`src/rtl/bpo_pkg.sv`:
```
`timescale 1ns/1ps
package bpo_pkg;
  localparam int PIN_N = 2;  // bit 0 clock line, bit 1 data line

  localparam int OFS_MODE  = 'h48;
  localparam int OFS_DIR   = 'h4C;
  localparam int OFS_PINS  = 'h50;
  localparam int OFS_LATCH = 'h54;
  localparam int OFS_SET   = 'h58;
  localparam int OFS_CLR   = 'h5C;

  typedef enum logic [2:0] {
    RD_NONE,
    RD_MODE,
    RD_DIR,
    RD_PINS,
    RD_LATCH
  } rdSel_t;

  typedef struct packed {
    logic   modeWr;
    logic   dirWr;
    logic   setWr;
    logic   clrWr;
    rdSel_t rdSel;
  } bpoStrobe_t;
endpackage

```
`src/rtl/bpo_ctrl.sv`:
```
`timescale 1ns/1ps
module bpo_ctrl
  import bpo_pkg::*;
#(
  parameter int ADDR_W = 8
) (
  input  logic [ADDR_W-1:0] regAddr,
  input  logic              regWrEn,
  output bpoStrobe_t        strb
);
  logic hitMode, hitDir, hitPins, hitLatch, hitSet, hitClr;

  always_comb begin
    hitMode  = (regAddr == ADDR_W'(OFS_MODE));
    hitDir   = (regAddr == ADDR_W'(OFS_DIR));
    hitPins  = (regAddr == ADDR_W'(OFS_PINS));
    hitLatch = (regAddr == ADDR_W'(OFS_LATCH));
    hitSet   = (regAddr == ADDR_W'(OFS_SET));
    hitClr   = (regAddr == ADDR_W'(OFS_CLR));
  end

  always_comb begin
    strb        = '0;
    strb.modeWr = regWrEn && hitMode;
    strb.dirWr  = regWrEn && hitDir;
    strb.setWr  = regWrEn && hitSet;
    strb.clrWr  = regWrEn && hitClr;
    if (hitMode)       strb.rdSel = RD_MODE;
    else if (hitDir)   strb.rdSel = RD_DIR;
    else if (hitPins)  strb.rdSel = RD_PINS;
    else if (hitLatch) strb.rdSel = RD_LATCH;
    else               strb.rdSel = RD_NONE;
  end
endmodule

```
`src/rtl/bpo_datapath.sv`:
```
`timescale 1ns/1ps
module bpo_datapath
  import bpo_pkg::*;
#(
  parameter int DATA_W = 16,
  parameter int PN     = PIN_N
) (
  input  logic              clk,
  input  logic              rstN,
  input  bpoStrobe_t        strb,
  input  logic [DATA_W-1:0] wrData,
  input  logic [PN-1:0]     pinIn,
  input  logic [PN-1:0]     ctlLow,
  output logic [DATA_W-1:0] rdData,
  output logic [PN-1:0]     pinOe
);
  localparam int PAD_W = DATA_W - PN;

  logic          modeQ;
  logic [PN-1:0] dirQ;
  logic [PN-1:0] latchQ;
  logic [PN-1:0] latchNext;
  logic [PN-1:0] setBits, clrBits;
  logic [PN-1:0] sync1Q, sync2Q;
  logic          unusedWdata;

  assign unusedWdata = ^wrData[DATA_W-1:PN];

  always_comb begin
    setBits   = strb.setWr ? wrData[PN-1:0] : '0;
    clrBits   = strb.clrWr ? wrData[PN-1:0] : '0;
    latchNext = (latchQ | setBits) & ~clrBits;
  end

  always_ff @(posedge clk or negedge rstN) begin
    if (!rstN) begin
      modeQ  <= 1'b0;
      dirQ   <= '0;
      latchQ <= '1;
    end else begin
      if (strb.modeWr) modeQ <= wrData[0];
      if (strb.dirWr)  dirQ  <= wrData[PN-1:0];
      latchQ <= latchNext;
    end
  end

  for (genvar p = 0; p < PN; p++) begin : g_pin
    always_ff @(posedge clk or negedge rstN) begin
      if (!rstN) begin
        sync1Q[p] <= 1'b1;
        sync2Q[p] <= 1'b1;
      end else begin
        sync1Q[p] <= pinIn[p];
        sync2Q[p] <= sync1Q[p];
      end
    end

    always_comb begin
      if (modeQ) pinOe[p] = dirQ[p] & ~latchQ[p];
      else       pinOe[p] = ctlLow[p];
    end
  end

  always_comb begin
    unique case (strb.rdSel)
      RD_MODE:  rdData = {{(DATA_W-1){1'b0}}, modeQ};
      RD_DIR:   rdData = {{PAD_W{1'b0}}, dirQ};
      RD_PINS:  rdData = {{PAD_W{1'b0}}, sync2Q};
      RD_LATCH: rdData = {{PAD_W{1'b0}}, latchQ};
      default:  rdData = '0;
    endcase
  end
endmodule

```
`src/rtl/bus_pin_override.sv`:
```
`timescale 1ns/1ps
module bus_pin_override
  import bpo_pkg::*;
#(
  parameter int ADDR_W = 8,
  parameter int DATA_W = 16
) (
  input  logic              clk,
  input  logic              rstN,
  input  logic [ADDR_W-1:0] regAddr,
  input  logic              regWrEn,
  input  logic [DATA_W-1:0] regWrData,
  output logic [DATA_W-1:0] regRdData,
  input  logic              ctlSclLow,
  input  logic              ctlSdaLow,
  input  logic              padSclIn,
  input  logic              padSdaIn,
  output logic              padSclOe,
  output logic              padSdaOe
);
  bpoStrobe_t       strb;
  logic [PIN_N-1:0] pinOe;

  bpo_ctrl #(.ADDR_W(ADDR_W)) u_ctrl (
    .regAddr (regAddr),
    .regWrEn (regWrEn),
    .strb    (strb)
  );

  bpo_datapath #(.DATA_W(DATA_W), .PN(PIN_N)) u_dp (
    .clk    (clk),
    .rstN   (rstN),
    .strb   (strb),
    .wrData (regWrData),
    .pinIn  ({padSdaIn, padSclIn}),
    .ctlLow ({ctlSdaLow, ctlSclLow}),
    .rdData (regRdData),
    .pinOe  (pinOe)
  );

  assign padSclOe = pinOe[0];
  assign padSdaOe = pinOe[1];
endmodule

```
`config.mk`:
```
export PLATFORM = sky130hd
export DESIGN_NAME = bus_pin_override
export DESIGN_NICKNAME = d
export VERILOG_FILES = /design/src/rtl/bpo_pkg.sv /design/src/rtl/bpo_ctrl.sv /design/src/rtl/bpo_datapath.sv /design/src/rtl/bus_pin_override.sv
export SDC_FILE = /design/constraint.sdc
export NUM_CORES = 1
export LEC_CHECK = 0
export ABC_AREA = 1
export BUFFER_PORTS_ARGS = -buffer_cell sky130_fd_sc_hd__buf_2
export CAP_MARGIN = 20
export CORE_MARGIN = 2
export CORE_UTILIZATION = 35
export CTS_BUF_LIST = sky130_fd_sc_hd__clkbuf_16
export DETAILED_ROUTE_END_ITERATION = 8
export PLACE_DENSITY = 0.75
export SETUP_SLACK_MARGIN = 0.3
export SYNTH_ARGS = -nofsm -noshare
export SYNTH_HDL_FRONTEND = slang
export SYNTH_SLANG_ARGS = --single-unit
```
`constraint.sdc`:
```
create_clock -name clk -period 1 [get_ports clk]
set_clock_uncertainty 0.1 [all_clocks]
set_input_delay 0.2 -clock clk [delete_from_list [all_inputs] [get_ports clk]]
set_output_delay 0.2 -clock clk [all_outputs]
set_load 0.05 [all_outputs]
```
After elaboration in Yosys (flattened, before gate mapping)
Index checks and enable logic that the tools add are counted.
{"block": "word_totals", "output_inout_bits": 18, "input_bits": 31, "wordCells": 37, "reg_bits": 9}
{"block": "classes", "reduce_logical": 4, "bitwise": 7, "n_eq_ne": 10, "muxes": 9}
{"cell": "8-bit by 7-bit equality test with 1-bit output, second input constant", "n": 6}
{"cell": "3-bit two-way mux", "n": 4}
{"cell": "2-bit case mux with 4 select lines", "n": 1}
{"cell": "3-bit by 2-bit equality test with 1-bit output, second input constant", "n": 2}
{"cell": "1-bit logical AND", "n": 4}
{"cell": "2-bit two-way mux", "n": 2}
{"cell": "3-bit by 1-bit equality test with 1-bit output, second input constant", "n": 1}
{"cell": "3-bit equality test, second input constant", "n": 1}
{"cell": "1-bit AND", "n": 2}
{"cell": "2-bit AND", "n": 1}
{"cell": "1-bit two-way mux", "n": 2}
{"cell": "1-bit NOT", "n": 2}
{"cell": "2-bit NOT", "n": 1}
{"cell": "2-bit OR", "n": 1}

Depth between registers and ports, before layout
{"block": "logic_depth", "ltp_word": 7, "ltp_mapped": 7, "mapped_depth_nobuf": 7}

Hierarchy
A second synthesis with hierarchy kept.
{"block": "hier_totals", "hier_cells": 97, "area_unflattened_um2": 675.6}
{"mod": "bpo_datapath", "n_inst": 1, "cells_per_inst": 62, "seq_area_each_um2": 232.7, "area_per_inst_um2": 518.0}
{"mod": "bpo_ctrl", "n_inst": 1, "cells_per_inst": 35, "seq_area_each_um2": 0.0, "area_per_inst_um2": 157.7}

Worst setup path before layout
No wires, ideal clock.
{"block": "synth_path", "kind": "flip-flop to output port", "from": "register u_dp.modeQ", "to": "output padSclOe", "slack_ns": -0.877, "required_time_ns": 0.700, "arrival_time_ns": 1.577, "path_stages_with_launch": 3, "path_buffers": 0, "cell_sequence": "dfrtp_1 -> inv_1 -> o31ai_1"}
{"block": "synth_via", "elab_chain_len": 1}
{"item": "start: declaration", "line_no": "bpo_datapath.sv:19", "text": "logic modeQ;"}
{"item": "start signal: assignment", "line_no": "bpo_datapath.sv:41", "text": "if (strb.modeWr) modeQ <= wrData[0];"}
{"item": "1-bit two-way mux", "line_no": "bpo_datapath.sv:59", "text": "if (modeQ) pinOe[p] = dirQ[p] & ~latchQ[p];"}
{"item": "end: declaration", "line_no": "bus_pin_override.sv:18", "text": "output logic padSclOe,"}
No other way between the ends.

Final worst setup path
{"block": "layout_path", "from": "register u_dp.latchQ[1]", "to": "output regRdData[1]"}
{"block": "layout_via", "elab_chain_len": 1}
{"item": "start: declaration", "line_no": "bpo_datapath.sv:21", "text": "logic [PN-1:0] latchQ;"}
{"item": "start signal: assignment", "line_no": "bpo_datapath.sv:43", "text": "latchQ <= latchNext;"}
{"item": "2-bit case mux with 4 select lines", "line_no": "bpo_datapath.sv:65", "text": "unique case (strb.rdSel)"}
{"item": "end: declaration", "line_no": "bus_pin_override.sv:13", "text": "output logic [DATA_W-1:0] regRdData,"}
No other way between the ends.

==> flow_summary_export.csv <==
group,metric,value,unit
layout,num-nets-final,159,
timing,period_minus_slack,1.487,ns
floorplan,die_area,2193,sq um
setup_path,cp_max_fo,2,
clocking,clk_path_buf_depth,2,
clocking,clk_latency,0.23,ns
setup_path,r2r-end,"u_dp.latchQ[1]",
global_routing,overflow,0,
layout,post-route-util,68.91,%
floorplan,core,1727,sq um
setup_path,rr_worst_depth,3,
power_and_ir_drop,peakVddDrop,1202,uV
route,vias_per_cell,4.355,
layout,drive_above_1_share,59.84,%
route,wl_per_cell,11.23,um
floorplan,rows,15,
timing,max_freq,0.6727,GHz
job,drv_cap,0,
route,dr.pass1.iters,3,
floorplan,io_pins,49,
clocking,cts_made_buffers,3,
clocking,cts_sinks,9,
global_routing,grt_pass1_wl,2546,um
route,vias,662,
layout,fillCellCount,130,
setup_path,worstSetupPathType,"reg -> out",
global_routing,antenna_found_initial,0,
timing,rsz0062_at_grt,"true",
floorplan,initial_core_util,37.17,%
yosys,synth_cell_type_count,16,
timing,finalHoldViolations,11,
timing,setup_tns,-2.581,ns
power_and_ir_drop,p_sw,440.3,uW
clocking,clkTransAtPathRegs,0.04,ns
timing,setup_viol,7,
setup_path,r2r_setup_slack,0.04,ns
worst_hold_path,hold_class,"in -> async",
status,status,"finished with violations",
route,drt-total-wl,1707,um
setup_path,max_stage_delay,0.55,ns
route,dr.first_iter.drc_count,6,
timing,slew_violations,0,
yosys,synth-seq-area-share,36.26,%
setup_path,required,0.70,ns
power_and_ir_drop,internal_power,1052,uW
setup_path,worstPathCellList,"nand3_2, o211ai_1, buf_4",
yosys,ys_seq_elements,9,
placed_design,port_buffers,20,
setup_path,critPathLaunchType,"flop",
yosys,synth.avg_cell_area,7.378,sq um
global_routing,grt_max_degree,10,
timing,setup_ws,-0.4866,ns
setup_path,timing.rr.start,"u_dp.latchQ[1]",
yosys,synth_warnings,0,
global_routing,grt_pass1_vias,601,
global_routing,grt_use_total,16.76,%
power_and_ir_drop,combPwrFrac,26.8,%
layout,multi_input_area,384.1,sq um
setup_path,crit_arrival,1.19,ns
clocking,cts_tree,"yes",
route,post-route-drc-count,0,
timing,holdWs,-0.2943,ns
layout,syn_to_final_growth,85.38,%
setup_path,critical_path.endpoint_type,"output pin",
setup_path,slowest_stage,"dfstp_2",
power_and_ir_drop,pwr-share-clk,45.6,%
power_and_ir_drop,total_leakage_power,0.0005952,uW
clocking,h-tree-depth,1,
status,violations,"hold timing, setup timing",
power_and_ir_drop,swShare,29.50,%
timing,timing.final.crit_share,148.7,%
clocking,root_buffer,"clkbuf_16",
power_and_ir_drop,seq_power_share,27.5,%
layout,regArea,232.7,sq um
route,detail-route-antenna-nets,0,
floorplan,die_x,46.83,um
placed_design,place_hpwl,1121,um
yosys,synthCells,87,
layout,antenna_cells,0,
yosys,mappedNetlistArea,641.9,sq um
placed_design,place_congestion,0.7705,
floorplan,die-height,46.83,um
power_and_ir_drop,powerDensity,1254,nW/um^2
[metal layers]
layer  vias to the layer above  track usage, %  wire, um
li1                        321               -         -
met1                       304           18.81       648
met2                        33           29.04       917
met3                         4           5.000       120
met4                         0           7.778        21
met5                         -               0         0
[state kept, by name, summed over array words and instances, names as in the netlist]
signal	count
u_dp.dirQ	2
u_dp.sync1Q	2
u_dp.sync2Q	2
u_dp.latchQ	2
u_dp.modeQ	1
[power by group through the flow]
stage / combinational (uW) / clock, uW / sequential [uW]
CTS: 379 / 706 / 411
detailed placement: 329 / 0 / 413
global placement: 324 / 0 / 412
floorplan: 275 / 0 / 410
finish: 401 / 681 / 411
global route: 423 / 721 / 413
[cells by family (layout without fill, tap and decap cells)]
| family | Yosys count | after routing | synth area share [%] |
|---|---|---|---|
| flip-flops | 9 | 9 | 36.26 |
| buffers and inverters | 30 | 57 | 25.73 |
| other | 1 | 14 | 0.5842 |
| AND/OR/NAND/NOR | 39 | 39 | 30.02 |
| AO/OA/AOI/OAI | 8 | 8 | 7.407 |
[through the flow]
stage / instance area, sq um / cells / worst slack, ns / hold slack [ns] / power, uW
4_1_cts: 1125 / 150 / -0.4779 / -0.2930 / 1495
3_5_place_dp: 863.3 / 138 / -0.4344 / -0.04386 / 742.5
3_3_place_gp: 863.3 / 138 / -0.4155 / -0.05018 / 735.8
5_1_grt: 1190 / 152 / -0.5425 / -0.2810 / 1558
6_report: 1190 / 152 / -0.4866 / -0.2943 / 1492
2_1_floorplan: 772.0 / 100 / -0.5868 / -0.1956 / 684.5
[cell usage after synthesis]
| library cell | count | area share, % |
|---|---|---|
| buf_4 | 14 | 16 |
| conb_1 | 1 | 0.58 |
| inv_1 | 16 | 9.4 |
| nor2_4 | 2 | 3.5 |
| nand2_2 | 3 | 2.9 |
| nand3_1 | 9 | 7.0 |
| nand2_1 | 13 | 7.6 |
| nand4_1 | 1 | 0.98 |
| nor2_1 | 7 | 4.1 |
| o21ai_0 | 3 | 2.3 |
| o211ai_1 | 1 | 1.2 |
| dfstp_2 | 6 | 25 |
| nor2_2 | 4 | 3.9 |
| o31ai_1 | 2 | 2.3 |
| dfrtp_1 | 3 | 12 |
| a21oi_1 | 2 | 1.6 |
[cell type report]
type / instances / area share (%)
flip-flops and latches: 9 / 19.56
well taps: 25 / 2.629
clock inverters: 1 / 0.3155
clock buffers: 3 / 6.309
repair buffers: 37 / 29.86
multi-input cells: 61 / 32.28
inverters: 16 / 9.043
[worst max-delay path by stage]
stage,start,endpoint,slack (ns),cells after the start
2_1_floorplan,regAddr[5],regRdData[1],-0.59,5
3_3_place_gp,regAddr[1],regRdData[1],-0.42,7
3_5_place_dp,regAddr[5],regRdData[1],-0.43,7
4_1_cts,u_dp.latchQ[1],regRdData[1],-0.48,3
5_1_grt,u_dp.latchQ[1],regRdData[1],-0.54,3
6_report,u_dp.latchQ[1],regRdData[1],-0.49,3
[critical path: cells and delay by family (launching register included)]
kind	cells	cell delay (ns)
flops	1	0.55
buf+inv	1	0.23
compound gates	1	0.10
simple gates	1	0.07
[what timing repair did]
action,4_1_cts,5_1_grt
endpoints found under the setup margin,9,9
gates resized for setup,40,13
hold endpoints to repair,11,11
pin swaps,12,10
setup buffers,8,2
[cells in the final DEF (no fill, tap or decap)]
| master | count |
|---|---|
| inv_12 | 2 |
| buf_8 | 1 |
| nand3_1 | 7 |
| inv_6 | 1 |
| inv_4 | 2 |
| nand2_1 | 7 |
| o31ai_2 | 1 |
| nor2_4 | 6 |
| buf_2 | 9 |
| buf_12 | 2 |
| nand2_2 | 5 |
| o21ai_1 | 3 |
| o31ai_4 | 1 |
| dfrtp_1 | 3 |
| conb_1 | 14 |
| clkbuf_16 | 3 |
| inv_2 | 3 |
| inv_1 | 8 |
| dfstp_2 | 6 |
| nand2_4 | 4 |
| clkinv_8 | 1 |
| o211ai_1 | 1 |
| nand4_1 | 1 |
| a21oi_2 | 2 |
| buf_6 | 18 |
| buf_4 | 7 |
| nor2_1 | 7 |
| nand3_2 | 2 |
Note: power is estimated with default switching activity, not from simulation.
